File: config.mk
export PLATFORM = sky130hd
export DESIGN_NAME = pam4_el_detector
export DESIGN_NICKNAME = d
export VERILOG_FILES = /design/src/rtl/pam4_el_pkg.sv /design/src/rtl/pam4_el_slot.sv /design/src/rtl/pam4_el_outreg.sv /design/src/rtl/pam4_el_detector.sv
export SDC_FILE = /design/constraint.sdc
export NUM_CORES = 1
export LEC_CHECK = 0
export BUFFER_PORTS_ARGS = -buffer_cell sky130_fd_sc_hd__buf_2
export CAP_MARGIN = 5
export CORE_MARGIN = 2
export CORE_UTILIZATION = 53
export CTS_CLUSTER_SIZE = 40
export DETAILED_ROUTE_END_ITERATION = 10
export MAX_ROUTING_LAYER = met4
export PLACE_DENSITY = 0.79
export SKIP_CTS_REPAIR_TIMING = 1
export SLEW_MARGIN = 20
export SYNTH_ARGS = -nofsm -noshare
export SYNTH_HDL_FRONTEND = slang
export SYNTH_SLANG_ARGS = --single-unit
File: constraint.sdc
create_clock -name clk -period 3.2 [get_ports clk]
set_clock_uncertainty 0.15 [all_clocks]
set_input_delay 0.16 -clock clk [delete_from_list [all_inputs] [get_ports clk]]
set_output_delay 0.16 -clock clk [all_outputs]
set_load 0.05 [all_outputs]
File: src/rtl/pam4_el_pkg.sv
package pam4_el_pkg;

   localparam int SYM_W  = 2;
   localparam int EDGE_W = 3;
   localparam int WT_W   = 2;

   typedef enum logic [1:0] {
      EL_STRICT  = 2'd0,
      EL_PARTIAL = 2'd1,
      EL_OPEN    = 2'd2,
      EL_TRIPLE  = 2'd3
   } el_mode_e;

   typedef struct packed {
      logic            early;
      logic            late;
      logic [WT_W-1:0] wt;
   } el_vote_t;

   // +1 when the sample sides with the later symbol, -1 with the earlier,
   // 0 when the pair lies on one side of this comparator's threshold
   function automatic logic signed [2:0] cmp_vote(input logic side_a,
                                                  input logic side_b,
                                                  input logic smp);
      if (side_a == side_b) return 3'sd0;
      return (smp == side_b) ? 3'sd1 : -3'sd1;
   endfunction

endpackage

File: src/rtl/pam4_el_slot.sv
module pam4_el_slot
   import pam4_el_pkg::*;
(
   input  logic [SYM_W-1:0]  sym_a,
   input  logic [SYM_W-1:0]  sym_b,
   input  logic [EDGE_W-1:0] smp,
   input  el_mode_e          mode,
   input  logic              sum_sel,
   output el_vote_t          vote
);

   logic signed [2:0] v_lo, v_z, v_hi, net;
   logic        [2:0] mag;
   logic              zsym, hsym, lsym, zcross, asym, outer_a;

   // pair classification from the codes
   assign zsym    = ((sym_a ^ sym_b) == 2'b11);
   assign hsym    = sym_a[1] & sym_b[1] & (sym_a[0] ^ sym_b[0]);
   assign lsym    = ~sym_a[1] & ~sym_b[1] & (sym_a[0] ^ sym_b[0]);
   assign zcross  = sym_a[1] ^ sym_b[1];
   assign asym    = zcross & ~zsym;
   assign outer_a = ~(sym_a[1] ^ sym_a[0]);

   always_comb begin
      v_lo = cmp_vote(|sym_a, |sym_b, smp[0]);
      v_z  = cmp_vote(sym_a[1], sym_b[1], smp[1]);
      v_hi = cmp_vote(&sym_a, &sym_b, smp[2]);
      net  = 3'sd0;
      unique case (mode)
         EL_STRICT: begin
            if (zsym) net = v_z;
         end
         EL_PARTIAL: begin
            if (zsym)
               net = v_z;
            else if (asym)
               // outer start: crossing lands after mid-edge, only early is sure
               net = outer_a ? ((v_z > 3'sd0) ? v_z : 3'sd0)
                             : ((v_z < 3'sd0) ? v_z : 3'sd0);
         end
         EL_OPEN: begin
            net = v_z;
         end
         EL_TRIPLE: begin
            if (zsym)      net = v_z;
            else if (hsym) net = v_hi;
            else if (lsym) net = v_lo;
            else if (asym) net = v_lo + v_z + v_hi;
         end
         default: net = 3'sd0;
      endcase
      mag        = (net < 3'sd0) ? 3'(-net) : 3'(net);
      vote.early = (net > 3'sd0);
      vote.late  = (net < 3'sd0);
      vote.wt    = sum_sel ? mag[WT_W-1:0] : {1'b0, (net != 3'sd0)};
   end

endmodule

File: src/rtl/pam4_el_outreg.sv
module pam4_el_outreg
   import pam4_el_pkg::*;
#(
   parameter int SLOTS = 31
) (
   input  logic                   clk,
   input  logic                   rst_n,
   input  logic                   vld_in,
   input  el_vote_t [SLOTS-1:0]   votes,
   output logic                   vld_out,
   output logic [SLOTS-1:0]       early_q,
   output logic [SLOTS-1:0]       late_q,
   output logic [WT_W*SLOTS-1:0]  wt_q
);

   always_ff @(posedge clk) begin
      if (!rst_n) begin
         vld_out <= 1'b0;
         early_q <= '0;
         late_q  <= '0;
         wt_q    <= '0;
      end else begin
         vld_out <= vld_in;
         for (int k = 0; k < SLOTS; k++) begin
            early_q[k]              <= vld_in & votes[k].early;
            late_q[k]               <= vld_in & votes[k].late;
            wt_q[WT_W*k +: WT_W]    <= vld_in ? votes[k].wt : '0;
         end
      end
   end


   idle_quiet_chk: assert property (@(posedge clk) disable iff (!rst_n)
      !vld_out |-> (early_q == '0) && (late_q == '0) && (wt_q == '0));

   for (genvar k = 0; k < SLOTS; k++) begin : g_chk

      one_dir_chk: assert property (@(posedge clk) disable iff (!rst_n)
         !(early_q[k] && late_q[k]));

      wt_flag_chk: assert property (@(posedge clk) disable iff (!rst_n)
         (wt_q[WT_W*k +: WT_W] != '0) == (early_q[k] || late_q[k]));
   end

endmodule

File: src/rtl/pam4_el_detector.sv
module pam4_el_detector
   import pam4_el_pkg::*;
#(
   parameter int N_SYM = 32
) (
   input  logic                      clk,
   input  logic                      rst_n,
   input  logic                      in_valid,
   input  logic [1:0]                mode,
   input  logic                      sum_sel,
   input  logic [2*N_SYM-1:0]        sym_in,
   input  logic [3*(N_SYM-1)-1:0]    edge_in,
   output logic                      out_valid,
   output logic [N_SYM-2:0]          early,
   output logic [N_SYM-2:0]          late,
   output logic [2*(N_SYM-1)-1:0]    weight
);

   localparam int SLOTS = N_SYM - 1;

   if (N_SYM < 2) begin : g_bad_nsym
      $error("pam4_el_detector: N_SYM must be at least 2");
   end

   el_mode_e             mode_e;
   el_vote_t [SLOTS-1:0] votes;

   assign mode_e = el_mode_e'(mode);

   for (genvar k = 0; k < SLOTS; k++) begin : g_slot
      pam4_el_slot u_slot (
         .sym_a   (sym_in[SYM_W*k +: SYM_W]),
         .sym_b   (sym_in[SYM_W*(k+1) +: SYM_W]),
         .smp     (edge_in[EDGE_W*k +: EDGE_W]),
         .mode    (mode_e),
         .sum_sel (sum_sel),
         .vote    (votes[k])
      );


      same_level_chk: assert property (@(posedge clk) disable iff (!rst_n)
         (in_valid && sym_in[SYM_W*k +: SYM_W] == sym_in[SYM_W*(k+1) +: SYM_W])
         |=> !early[k] && !late[k]);

      strict_set_chk: assert property (@(posedge clk) disable iff (!rst_n)
         (in_valid && mode == 2'd0 &&
          (sym_in[SYM_W*k +: SYM_W] ^ sym_in[SYM_W*(k+1) +: SYM_W]) != 2'b11)
         |=> !early[k] && !late[k]);

      partial_outer_chk: assert property (@(posedge clk) disable iff (!rst_n)
         (in_valid && mode == 2'd1 &&
          sym_in[SYM_W*k+1] != sym_in[SYM_W*(k+1)+1] &&
          sym_in[SYM_W*k+1] == sym_in[SYM_W*k] &&
          (sym_in[SYM_W*k +: SYM_W] ^ sym_in[SYM_W*(k+1) +: SYM_W]) != 2'b11)
         |=> !late[k]);

      majority_wt_chk: assert property (@(posedge clk) disable iff (!rst_n)
         (in_valid && !sum_sel) |=> weight[WT_W*k +: WT_W] <= 2'd1);
   end

   pam4_el_outreg #(.SLOTS(SLOTS)) u_outreg (
      .clk     (clk),
      .rst_n   (rst_n),
      .vld_in  (in_valid),
      .votes   (votes),
      .vld_out (out_valid),
      .early_q (early),
      .late_q  (late),
      .wt_q    (weight)
   );


   valid_rise_chk: assert property (@(posedge clk) disable iff (!rst_n)
      in_valid |=> out_valid);

   valid_fall_chk: assert property (@(posedge clk) disable iff (!rst_n)
      !in_valid |=> !out_valid);

endmodule

==> results of run 1 <==
metrics by stage:
stage | hold WS, ns | TNS [ns] | utilization (%)
6_report | 0.107 | 0 | 64.9
5_1_grt | 0.113 | 0 | 64.9
4_1_cts | 0.0972 | 0 | 64.9
3_5_place_dp | 0.477 | -0.620 | 62.8
3_3_place_gp | 0.479 | -0.106 | 62.8
2_1_floorplan | 0.254 | 0 | -
where the power goes:
group	leakage, nW	total, mW	internal, mW	switching [mW]
sequential	1.02	1.69	1.65	0.0341
combinational	7.87	3.71	1.51	2.20
clock	0.292	2.16	1.26	0.895
kinds of logic (layout without fill, tap and decap cells):
logic type               Yosys count  after routing  synth area share, %
AND/OR/NAND/NOR                  531            531                 17.8
AO/OA/AOI/OAI                    553            553                 22.4
multiplexers                       1              1               0.0629
flip-flops                       125            125                 15.7
adder cells (fa/ha/maj)          274            274                 24.4
buffers and inverters            205            578                 4.87
XOR/XNOR                         257            257                 14.8
other                              0              3                    0
flip-flops by register name (all words and copies together), names as in the netlist:
signal and cells:
u_outreg.early_q 31, u_outreg.late_q 31, u_outreg.vld_out 1, u_outreg.wt_q 62
per-layer routing:
| layer | up-vias | track usage [%] | wire length [um] |
|---|---|---|---|
| li1 | 7661 | - | - |
| met1 | 7639 | 41.5 | 21800 |
| met2 | 758 | 52.9 | 23300 |
| met3 | 127 | 5.01 | 4170 |
| met4 | 0 | 12.8 | 1860 |
| met5 | - | - | 0 |
final timing paths:
path              startpoint             endpoint  slack [ns]  cells past startpoint
setup / recovery  sym_in[15]    u_outreg.wt_q[12]        0.26                     13
hold / removal      in_valid  u_outreg.late_q[30]        0.11                      3
cell type report:
type | instances | area (um^2) | share of cell area (%)
Antenna cell | 3 | 7.51 | 0.0390
Sequential cell | 125 | 2500 | 13.0
Tap cell | 390 | 488 | 2.54
Multi-Input combinational cell | 1616 | 12700 | 65.8
Clock buffer | 18 | 439 | 2.28
Timing Repair Buffer | 421 | 2490 | 13.0
Inverter | 125 | 469 | 2.44
Clock inverter | 14 | 184 | 0.956
cells in the final DEF (no fill, tap or decap), drive strengths merged, types with 26 or more instances in the layout:
| master | synthesis | layout |
|---|---|---|
| nor2 | 85 | 85 |
| nand3 | 48 | 48 |
| nor3b | 32 | 32 |
| xnor2 | 124 | 124 |
| nor3 | 32 | 32 |
| a21oi | 139 | 139 |
| inv | 124 | 129 |
| fa | 60 | 60 |
| a31oi | 45 | 45 |
| o22ai | 26 | 26 |
| xor2 | 126 | 126 |
| dfxtp | 125 | 125 |
| nand2b | 31 | 31 |
| buf | 10 | 421 |
| a22oi | 26 | 26 |
| and2 | 39 | 39 |
| nand2 | 141 | 141 |
| ha | 214 | 214 |
| o21ai | 123 | 123 |
cells in the mapped netlist (all sizes together) (9+ instances only):
| master | number | area share, % |
|---|---|---|
| nand2b | 31 | 1.2 |
| xnor2 | 124 | 6.8 |
| xor2 | 126 | 6.9 |
| a211oi | 22 | 1.1 |
| clkbuf | 70 | 1.7 |
| o21ai | 123 | 3.9 |
| a21o | 23 | 1.1 |
| a21oi | 139 | 4.4 |
| nor2b | 23 | 0.90 |
| a22oi | 26 | 1.2 |
| nor2 | 85 | 2.0 |
| nor3 | 32 | 1.0 |
| a21boi | 13 | 0.61 |
| inv | 124 | 2.9 |
| nor3b | 32 | 1.5 |
| fa | 60 | 7.5 |
| buf | 10 | 0.27 |
| a31oi | 45 | 1.8 |
| and3b | 12 | 0.66 |
| dfxtp | 125 | 16 |
| o211ai | 13 | 0.61 |
| or2 | 9 | 0.35 |
| and3 | 14 | 0.55 |
| o22ai | 26 | 1.0 |
| and2 | 39 | 1.5 |
| nand3 | 48 | 1.5 |
| ha | 214 | 17 |
| nand3b | 15 | 0.71 |
| nand2 | 141 | 3.3 |
| o32ai | 10 | 0.55 |
| a31o | 15 | 0.83 |
worst min-delay path, delay by kind of cell:
family	cells	cell delay, ns
AND/OR/NAND/NOR	2	0.38
buffers and inverters	1	0.11
==> summary.md, run 1 <==
| Metric | Value |
|---|---|
| Pwr per Cell Area | `roughly 390 nW/um^2` |
| Clock Sink Count | `roughly 130` |
| CTS buffer count | `17` |
| Post-synth EDFFs | `0` |
| Design area | `around 19,000 um^2` |
| Asr flop ratio synth | `0%` |
| Slowest cell on the critical path | `fa_1` |
| Total congestion overflow | `0` |
| CP startpoint kind | `input pin` |
| First drt pass iteration count | `5` |
| Tcrit/Tclk final | `about 92%` |
| CP Data Required Time | `3.34 ns` |
| Placed Instances | `~2,700` |
| Place WS | `-0.0775 ns` |
| # DRC | `0` |
| Via Count | `approximately 16,000` |
| Global Route Usage Sum | `between 30% and 40%` |
| Yosys Warn Count | `0` |
| Gpl congestion | `roughly 0.94` |
| Core ar. | `approximately 30,000 um^2` |
| Initial core utilization | `53.7%` |
| Status | `complete, no violations` |
| Fillers | `2,558` |
| Lkg Pwr | `between 9 and 10 nW` |
| Syn_area_per_cell | `around 8 um^2` |
| Clock Path Buffers | `2` |
| CTS tree | `built` |
| Final nets | `between 2,000 and 3,000` |
| 1st-iter DRT viols | `~1,300` |
| Die area | `31,400 um^2` |
| Final WL | `51.1 mm` |
| Buffers and inverters on the worst path | `2` |
| Synth Flop Type | `dfxtp_1` |
| Crit path cell chain | `buf_2 > inv_1 > ha_1 > xnor2_1 > nor2_1 > fa_1 > ha_1 > xor3_1 > and3_1 > a311oi_1 > o21ba_2 > a31o_2 > a21oi_1` |
| #FFs+latches synth | `125` |
| Ports | `between 200 and 300` |
| CP max stage delay | `0.56 ns` |
| Period minus WS final | `about 2.9 ns` |
| Setup-failing EPs final | `0` |
| Initial antenna violation count | `3` |
| Slew @ Worst Pin | `between 0.8 and 0.9 ns` |
| Layout area overhead | `20.9%` |
| Mapped Nets | `around 2,400` |
| Unrepaired setup endpoints after global routing | `false` |
| Post-synth cell types | `79` |
| Final hold violation count | `0` |
| Site Rows | `63` |
| Vias per cell | `just under 6` |
| Clock-pin transition on the worst setup and hold timing paths | `approximately 0.060 ns` |
| Crit. End Element | `register` |
| Worst Path Class, Setup | `in2reg` |
| CP top delay family | `adder cells` |
| DP Area | `18,600 um^2` |
| Crit-path max FO | `5` |
| Final worst slack | `0.260 ns` |
| Max-Cap Viols | `0` |
| Die Span X | `roughly 180 um` |
| Tightest Hold Check Type | `in2reg` |
| Arrival @ worst endpoint | `about 3 ns` |
| Maximum vdd ir drop | `0.321 mV` |
| Sequential area share after synthesis | `~16%` |
| Vias in the first global route | `approximately 16,000` |
| Final Non-Filler Cells | `around 2,700` |
| Fmax achieved | `0.340 GHz` |
| DR WL/cell | `approximately 19 um` |
| Final Max Slew Viols | `0` |
| Synthesized area | `between 15,000 and 20,000 um^2` |
| Largest net degree at the start of global routing | `65` |
| Max-slew headroom at the worst pin | `between 40% and 50%` |
| Tot Pwr | `roughly 7.6 mW` |
| Gate Count Post-Synth | `~1,900` |
| CTS Root Cell | `clkbuf_16` |
| Layout cell share with drive strength beyond 1 | `between 20 and 25%` |
| Antenna viol nets, final | `0` |
| Die Y | `roughly 180 um` |
| First-pass GRT wire length | `around 80 mm` |
| Port bufs | `287` |
| Most common cell on crit path | `ha_1` |
| Detailed Place HPWL | `between 30 and 40 mm` |
| Max H-tree Level | `4` |
(Power assumes the default switching activity.)
==> run 2, diff against run 1 <==
- GPL_TIMING_DRIVEN: not set -> 0
==> run 2 against run 1 <==
The flow now finishes with violations (negative setup slack); core utilization down 2.4 points; die area did not move; global-route usage up 5.2 points; combinational power about the same; cell area fell by 3.7%; clock power down 8%; power shrank 2.3%; non-clock buffer count decreased by 61; final cell count fell by 2.1%; first-iteration DRC count is 61% higher; critical path type unchanged.
==> summary.md, run 2 (same netlist as run 1, synthesis figures left out) <==
| Metric | Value |
|---|---|
| Max reg flops | `62` |
| CTS buffer count | `17` |
| Max H-tree Level | `4` |
| Die Y | `approximately 180 um` |
| Total congestion overflow | `0` |
| Core ar. | `between 20,000 and 30,000 um^2` |
| Die Span X | `177 um` |
| Largest net degree at the start of global routing | `17` |
| Status | `complete, but fails checks` |
| Tcrit/Tclk final | `100%` |
| M2 GR Usage | `57.7%` |
| Final nets | `2,682` |
| Setup-failing EPs final | `1` |
| Final WL | `between 60 and 70 mm` |
| Max-slew headroom at the worst pin | `19.1%` |
| Global Route Usage Sum | `about two fifths` |
| First-pass GRT wire length | `87.5 mm` |
| Final Non-Filler Cells | `between 2,000 and 3,000` |
| Gpl congestion | `0.988` |
| Fmax achieved | `a little over 0.3 GHz` |
| Crit-path max FO | `10` |
| DR WL/cell | `around 23 um` |
| Detailed Place HPWL | `between 40 and 50 mm` |
| Pwr per Cell Area | `398 nW/um^2` |
| Port bufs | `between 200 and 300` |
| Max-Cap Viols | `0` |
| Final Max Slew Viols | `0` |
| Commonest non-fill, non-tap cells in the layout | `290 x buf_2, 212 x ha_1, 141 x nand2_1` |
| # DRC | `0` |
| Ports | `~290` |
| Maximum vdd ir drop | `0.375 mV` |
| Layout area overhead | `16.4%` |
| Failing checks | `negative setup slack` |
| Final worst slack | `-0.00673 ns` |
| Worst Path Class, Setup | `in2reg` |
| Fillers | `around 2,700` |
| Initial core utilization | `between 50% and 60%` |
| 1st-iter DRT viols | `around 2,100` |
| Unrepaired setup endpoints after global routing | `false` |
| CP startpoint kind | `input pin` |
| First drt pass iteration count | `8` |
| Clock Sink Count | `around 130` |
| Slew @ Worst Pin | `around 1.2 ns` |
| Lkg Pwr | `approximately 8.7 nW` |
| Vias in the first global route | `15,600` |
| Vias per cell | `approximately 6.3` |
| Regs by FF count | `u_outreg.wt_q x62, u_outreg.early_q x31, u_outreg.late_q x31` |
| Site Rows | `63` |
| Antenna viol nets, final | `0` |
| CP Data Required Time | `3.35 ns` |
| Via Count | `around 17,000` |
| Clock-pin transition on the worst setup and hold timing paths | `0.08 ns` |
| Initial antenna violation count | `5` |
| Global routing usage on met3 | `7.48%` |
| CTS Root Cell | `clkbuf_16` |
| Place WS | `-1.04 ns` |
| Top reg by flops | `u_outreg.wt_q` |
| Clock Path Buffers | `2` |
| Period minus WS final | `about 3.2 ns` |
| Final hold violation count | `0` |
| Grt met1 use | `47.1%` |
| Busiest layer in global routing | `met2` |
| Tightest Hold Check Type | `in2reg` |
| Placed Instances | `2,622` |
| Crit. End Element | `register` |
| Commonest non-fill, non-tap cell in the layout | `buf_2` |
| Layout cell share with drive strength beyond 1 | `17.6%` |
| Area of the multi-input gates | `approximately 13,000 um^2` |
| CTS tree | `built` |
| Arrival @ worst endpoint | `~3.4 ns` |
| Register cell area after layout | `approximately 2500 um^2` |
| Die area | `between 30,000 and 40,000 um^2` |
## run 2: cell count changes in the layout (fill, tap and decap cells not counted), moves of 3 or more
cell / before / now
buf_1: 0 / 3
xor2_2: 0 / 5
buf_12: 4 / 0
buf_2: 287 / 290
clkbuf_2: 0 / 17
o21ai_0: 123 / 120
buf_4: 130 / 0
clkbuf_1: 0 / 49
xor2_1: 126 / 121
diode_2: 3 / 7
clkinv_4: 2 / 5
## run 2: worst paths after layout
path,start,depth (start not counted),end,slack [ns]
max,mode[1],10,u_outreg.wt_q[40],-0.007
min,in_valid,5,u_outreg.wt_q[60],0.11
## run 2: per-stage QoR
| step | power, mW | util, % | setup TNS (ns) | instance area, um^2 | hold WS (ns) |
|---|---|---|---|---|---|
| 2_1_floorplan | 4.33 | - | 0 | 15900 | 0.254 |
| 3_3_place_gp | 5.21 | 60.2 | -45.99 | 17800 | 0.478 |
| 3_5_place_dp | 5.27 | 60.2 | -48.23 | 17800 | 0.478 |
| 4_1_cts | 7.25 | 62.1 | -12.40 | 18400 | 0.0671 |
| 5_1_grt | 7.73 | 62.5 | 0 | 18500 | 0.127 |
| 6_report | 7.38 | 62.5 | -0.00673 | 18500 | 0.111 |
## run 2: power by group
group | internal (mW) | total [mW] | switching [mW]
sequential | 1.65 | 1.68 | 0.0324
combinational | 1.39 | 3.71 | 2.31
clock | 1.08 | 1.99 | 0.909
## run 2: per-layer routing
metal	wire, um	vias to the layer above	share of wire (%)
met4	3450	0	5.8
li1	-	7542	-
met1	23400	7849	39
met2	26200	1131	44
met3	6990	241	12
met5	0	-	0
## run 2: final cells by class
cell class                      count  share of cell area (%)
Clock inverter                     14                   0.736
Buffer                             74                    1.70
Tap cell                          390                    2.63
Clock buffer                       18                    2.32
Multi-Input combinational cell   1616                    68.8
Sequential cell                   125                    13.5
Antenna cell                        7                  0.0946
Inverter                          125                    2.53
Timing Repair Buffer              286                    7.73
## run 2: critical path: stages
cell and delay, ns:
buf_2 0.13, buf_2 0.27, clkbuf_1 0.64, clkbuf_1 0.80, o21ai_0 0.24, o211ai_1 0.16, o21ai_0 0.19, ha_1 0.24
nor3b_1 0.14, a211oi_1 0.38
==> run 3, diff against run 2 <==
- CELL_PAD_IN_SITES_DETAIL_PLACEMENT: not set -> 0
- CELL_PAD_IN_SITES_GLOBAL_PLACEMENT: not set -> 2
- CORE_MARGIN: 2 -> not set
- CORE_UTILIZATION: 53 -> 31
- PLACE_DENSITY: 0.79 -> not set
- PLACE_DENSITY_LB_ADDON: not set -> 0.1
==> run 3 against run 2 <==
The run still ends with negative setup slack left; combinational power rose by 1%; sequential share of layout area fell by 0.30 points; count of clock-buffer cells in the layout grew 1; first-iteration DRC count fell by 39%; wire length rose by 19%; final cell count increased by 10%; power rose by 1.7%; largest cell class unchanged; core utilization down 25 points; critical endpoint is now u_outreg.wt_q[12]; sequential power about the same.
==> summary.md, run 3 (same netlist as run 1, synthesis figures left out) <==
| Metric | Value |
|---|---|
| CTS tree | `built` |
| Commonest non-fill, non-tap cells in the layout | `293 x buf_2, 211 x ha_1, 140 x nand2_1` |
| Final Non-Filler Cells | `2,930` |
| Fillers | `about 5,400` |
| Clock Sink Count | `125` |
| Top reg by flops | `u_outreg.wt_q` |
| Tcrit/Tclk final | `100%` |
| Vias in the first global route | `roughly 16,000` |
| Regs by FF count | `u_outreg.wt_q x62, u_outreg.early_q x31, u_outreg.late_q x31` |
| Antenna Cells | `0` |
| Clock Path Buffers | `2` |
| 1st-iter DRT viols | `~1,300` |
| Final nets | `approximately 2,700` |
| Placed Instances | `2,904` |
| Antenna viol nets, final | `0` |
| Fmax achieved | `roughly 0.31 GHz` |
| Initial core utilization | `31.6%` |
| Commonest non-fill, non-tap cell in the layout | `buf_2` |
| Layout cell share with drive strength beyond 1 | `between 10% and 20%` |
| Crit-path max FO | `10` |
| Pwr per Cell Area | `a little under 400 nW/um^2` |
| Register cell area after layout | `~2500 um^2` |
| Global Route Usage Sum | `between 20% and 30%` |
| Gpl congestion | `about 0.9` |
| Layout area overhead | `19.1%` |
| WHS Path Cells | `4` |
| Die Span X | `229 um` |
| Largest net degree at the start of global routing | `17` |
| Max-slew headroom at the worst pin | `15.0%` |
| Max-Cap Viols | `0` |
| Final Max Slew Viols | `0` |
| Detailed Place HPWL | `between 50 and 60 mm` |
| Final worst slack | `-0.00612 ns` |
| First-pass GRT wire length | `between 100 and 150 mm` |
| Clock-pin transition on the worst setup and hold timing paths | `0.06 ns` |
| First drt pass iteration count | `6` |
| Failing checks | `negative setup slack` |
| CTS Root Cell | `clkbuf_16` |
| Crit. End Element | `register` |
| DP Area | `between 15,000 and 20,000 um^2` |
| Max reg flops | `62` |
| DR WL/cell | `roughly 24 um` |
| CTS buffer count | `17` |
| # DRC | `0` |
| Place WS | `-1.58 ns` |
| Area of the multi-input gates | `about 13,000 um^2` |
| Die area | `around 52,000 um^2` |
| Arrival @ worst endpoint | `about 3.3 ns` |
| Final core occ | `roughly 38%` |
| Total congestion overflow | `0` |
| Final WL | `roughly 71 mm` |
| Vias per cell | `5.48` |
| Initial antenna violation count | `4` |
| CP startpoint kind | `input pin` |
| Max H-tree Level | `4` |
| Tightest Hold Check Type | `in2reg` |
| CP Data Required Time | `between 3 and 4 ns` |
| Lkg Pwr | `8.74 nW` |
| Fin Hold WS | `0.103 ns` |
| Design area | `around 19,000 um^2` |
| Worst Path Class, Setup | `in2reg` |
| Period minus WS final | `between 3 and 4 ns` |
| Port bufs | `around 290` |
| Slew @ Worst Pin | `1.28 ns` |
| Status | `complete, but fails checks` |
| Ports | `between 200 and 300` |
| Site Rows | `82` |
| Maximum vdd ir drop | `about 0.44 mV` |
| Final hold violation count | `0` |
| Core ar. | `around 50,000 um^2` |
| Via Count | `16,100` |
| Setup-failing EPs final | `1` |
| Die Y | `between 200 and 250 um` |
## run 3: cell count changes in the layout (fill, tap and decap cells not counted), moves of 3 or more
cell      delta
clkbuf_1    -11
clkbuf_2     +9
diode_2      -7
clkinv_2     +4
clkinv_4     -4
buf_1        -3
buf_2        +3
xor2_2       -3
## run 3: power by group
group          internal, mW  switching, mW
Clock                  1.23          0.838
Sequential             1.65         0.0305
Combinational          1.40           2.36
## run 3: through the flow
| step | total power, mW | setup TNS, ns |
|---|---|---|
| final | 7.51 | -0.00612 |
| after global routing | 8.00 | -0.0219 |
| after floorplan | 4.33 | 0 |
| after CTS | 7.52 | -41.63 |
| after global placement | 5.39 | -104.01 |
| after detailed placement | 5.40 | -95.24 |
## run 3: metal layers
layer / up-vias / track usage, % / routed length (um)
li1: 7536 / - / -
met1: 7866 / 36.3 / 32800
met2: 593 / 44.1 / 32800
met3: 74 / 3.90 / 3930
met4: 0 / 7.57 / 1630
met5: - / - / 0
## run 3: layout make-up
cell class	count	area share [%]
multi-input combinational	1616	67.4
sequential	125	13.2
timing repair buffer	287	7.59
tap	672	4.44
inverter	125	2.48
clock buffer	19	2.34
buffer	74	1.80
clock inverter	12	0.766
## run 3: path summary, 6_finish.rpt
check  startpoint                end  slack, ns
min    sym_in[26]  u_outreg.wt_q[25]       0.10
max       mode[1]  u_outreg.wt_q[12]     -0.006
## run 3: worst max-delay path, cell delays in order
cell             delay, ns
buf_2                 0.10
buf_2                 0.29
clkdlybuf4s15_1       0.78
clkbuf_2              0.56
clkbuf_2              0.48
o211ai_1              0.17
a32oi_1               0.30
ha_1                  0.24
a31o_2                0.16
a21oi_1               0.07
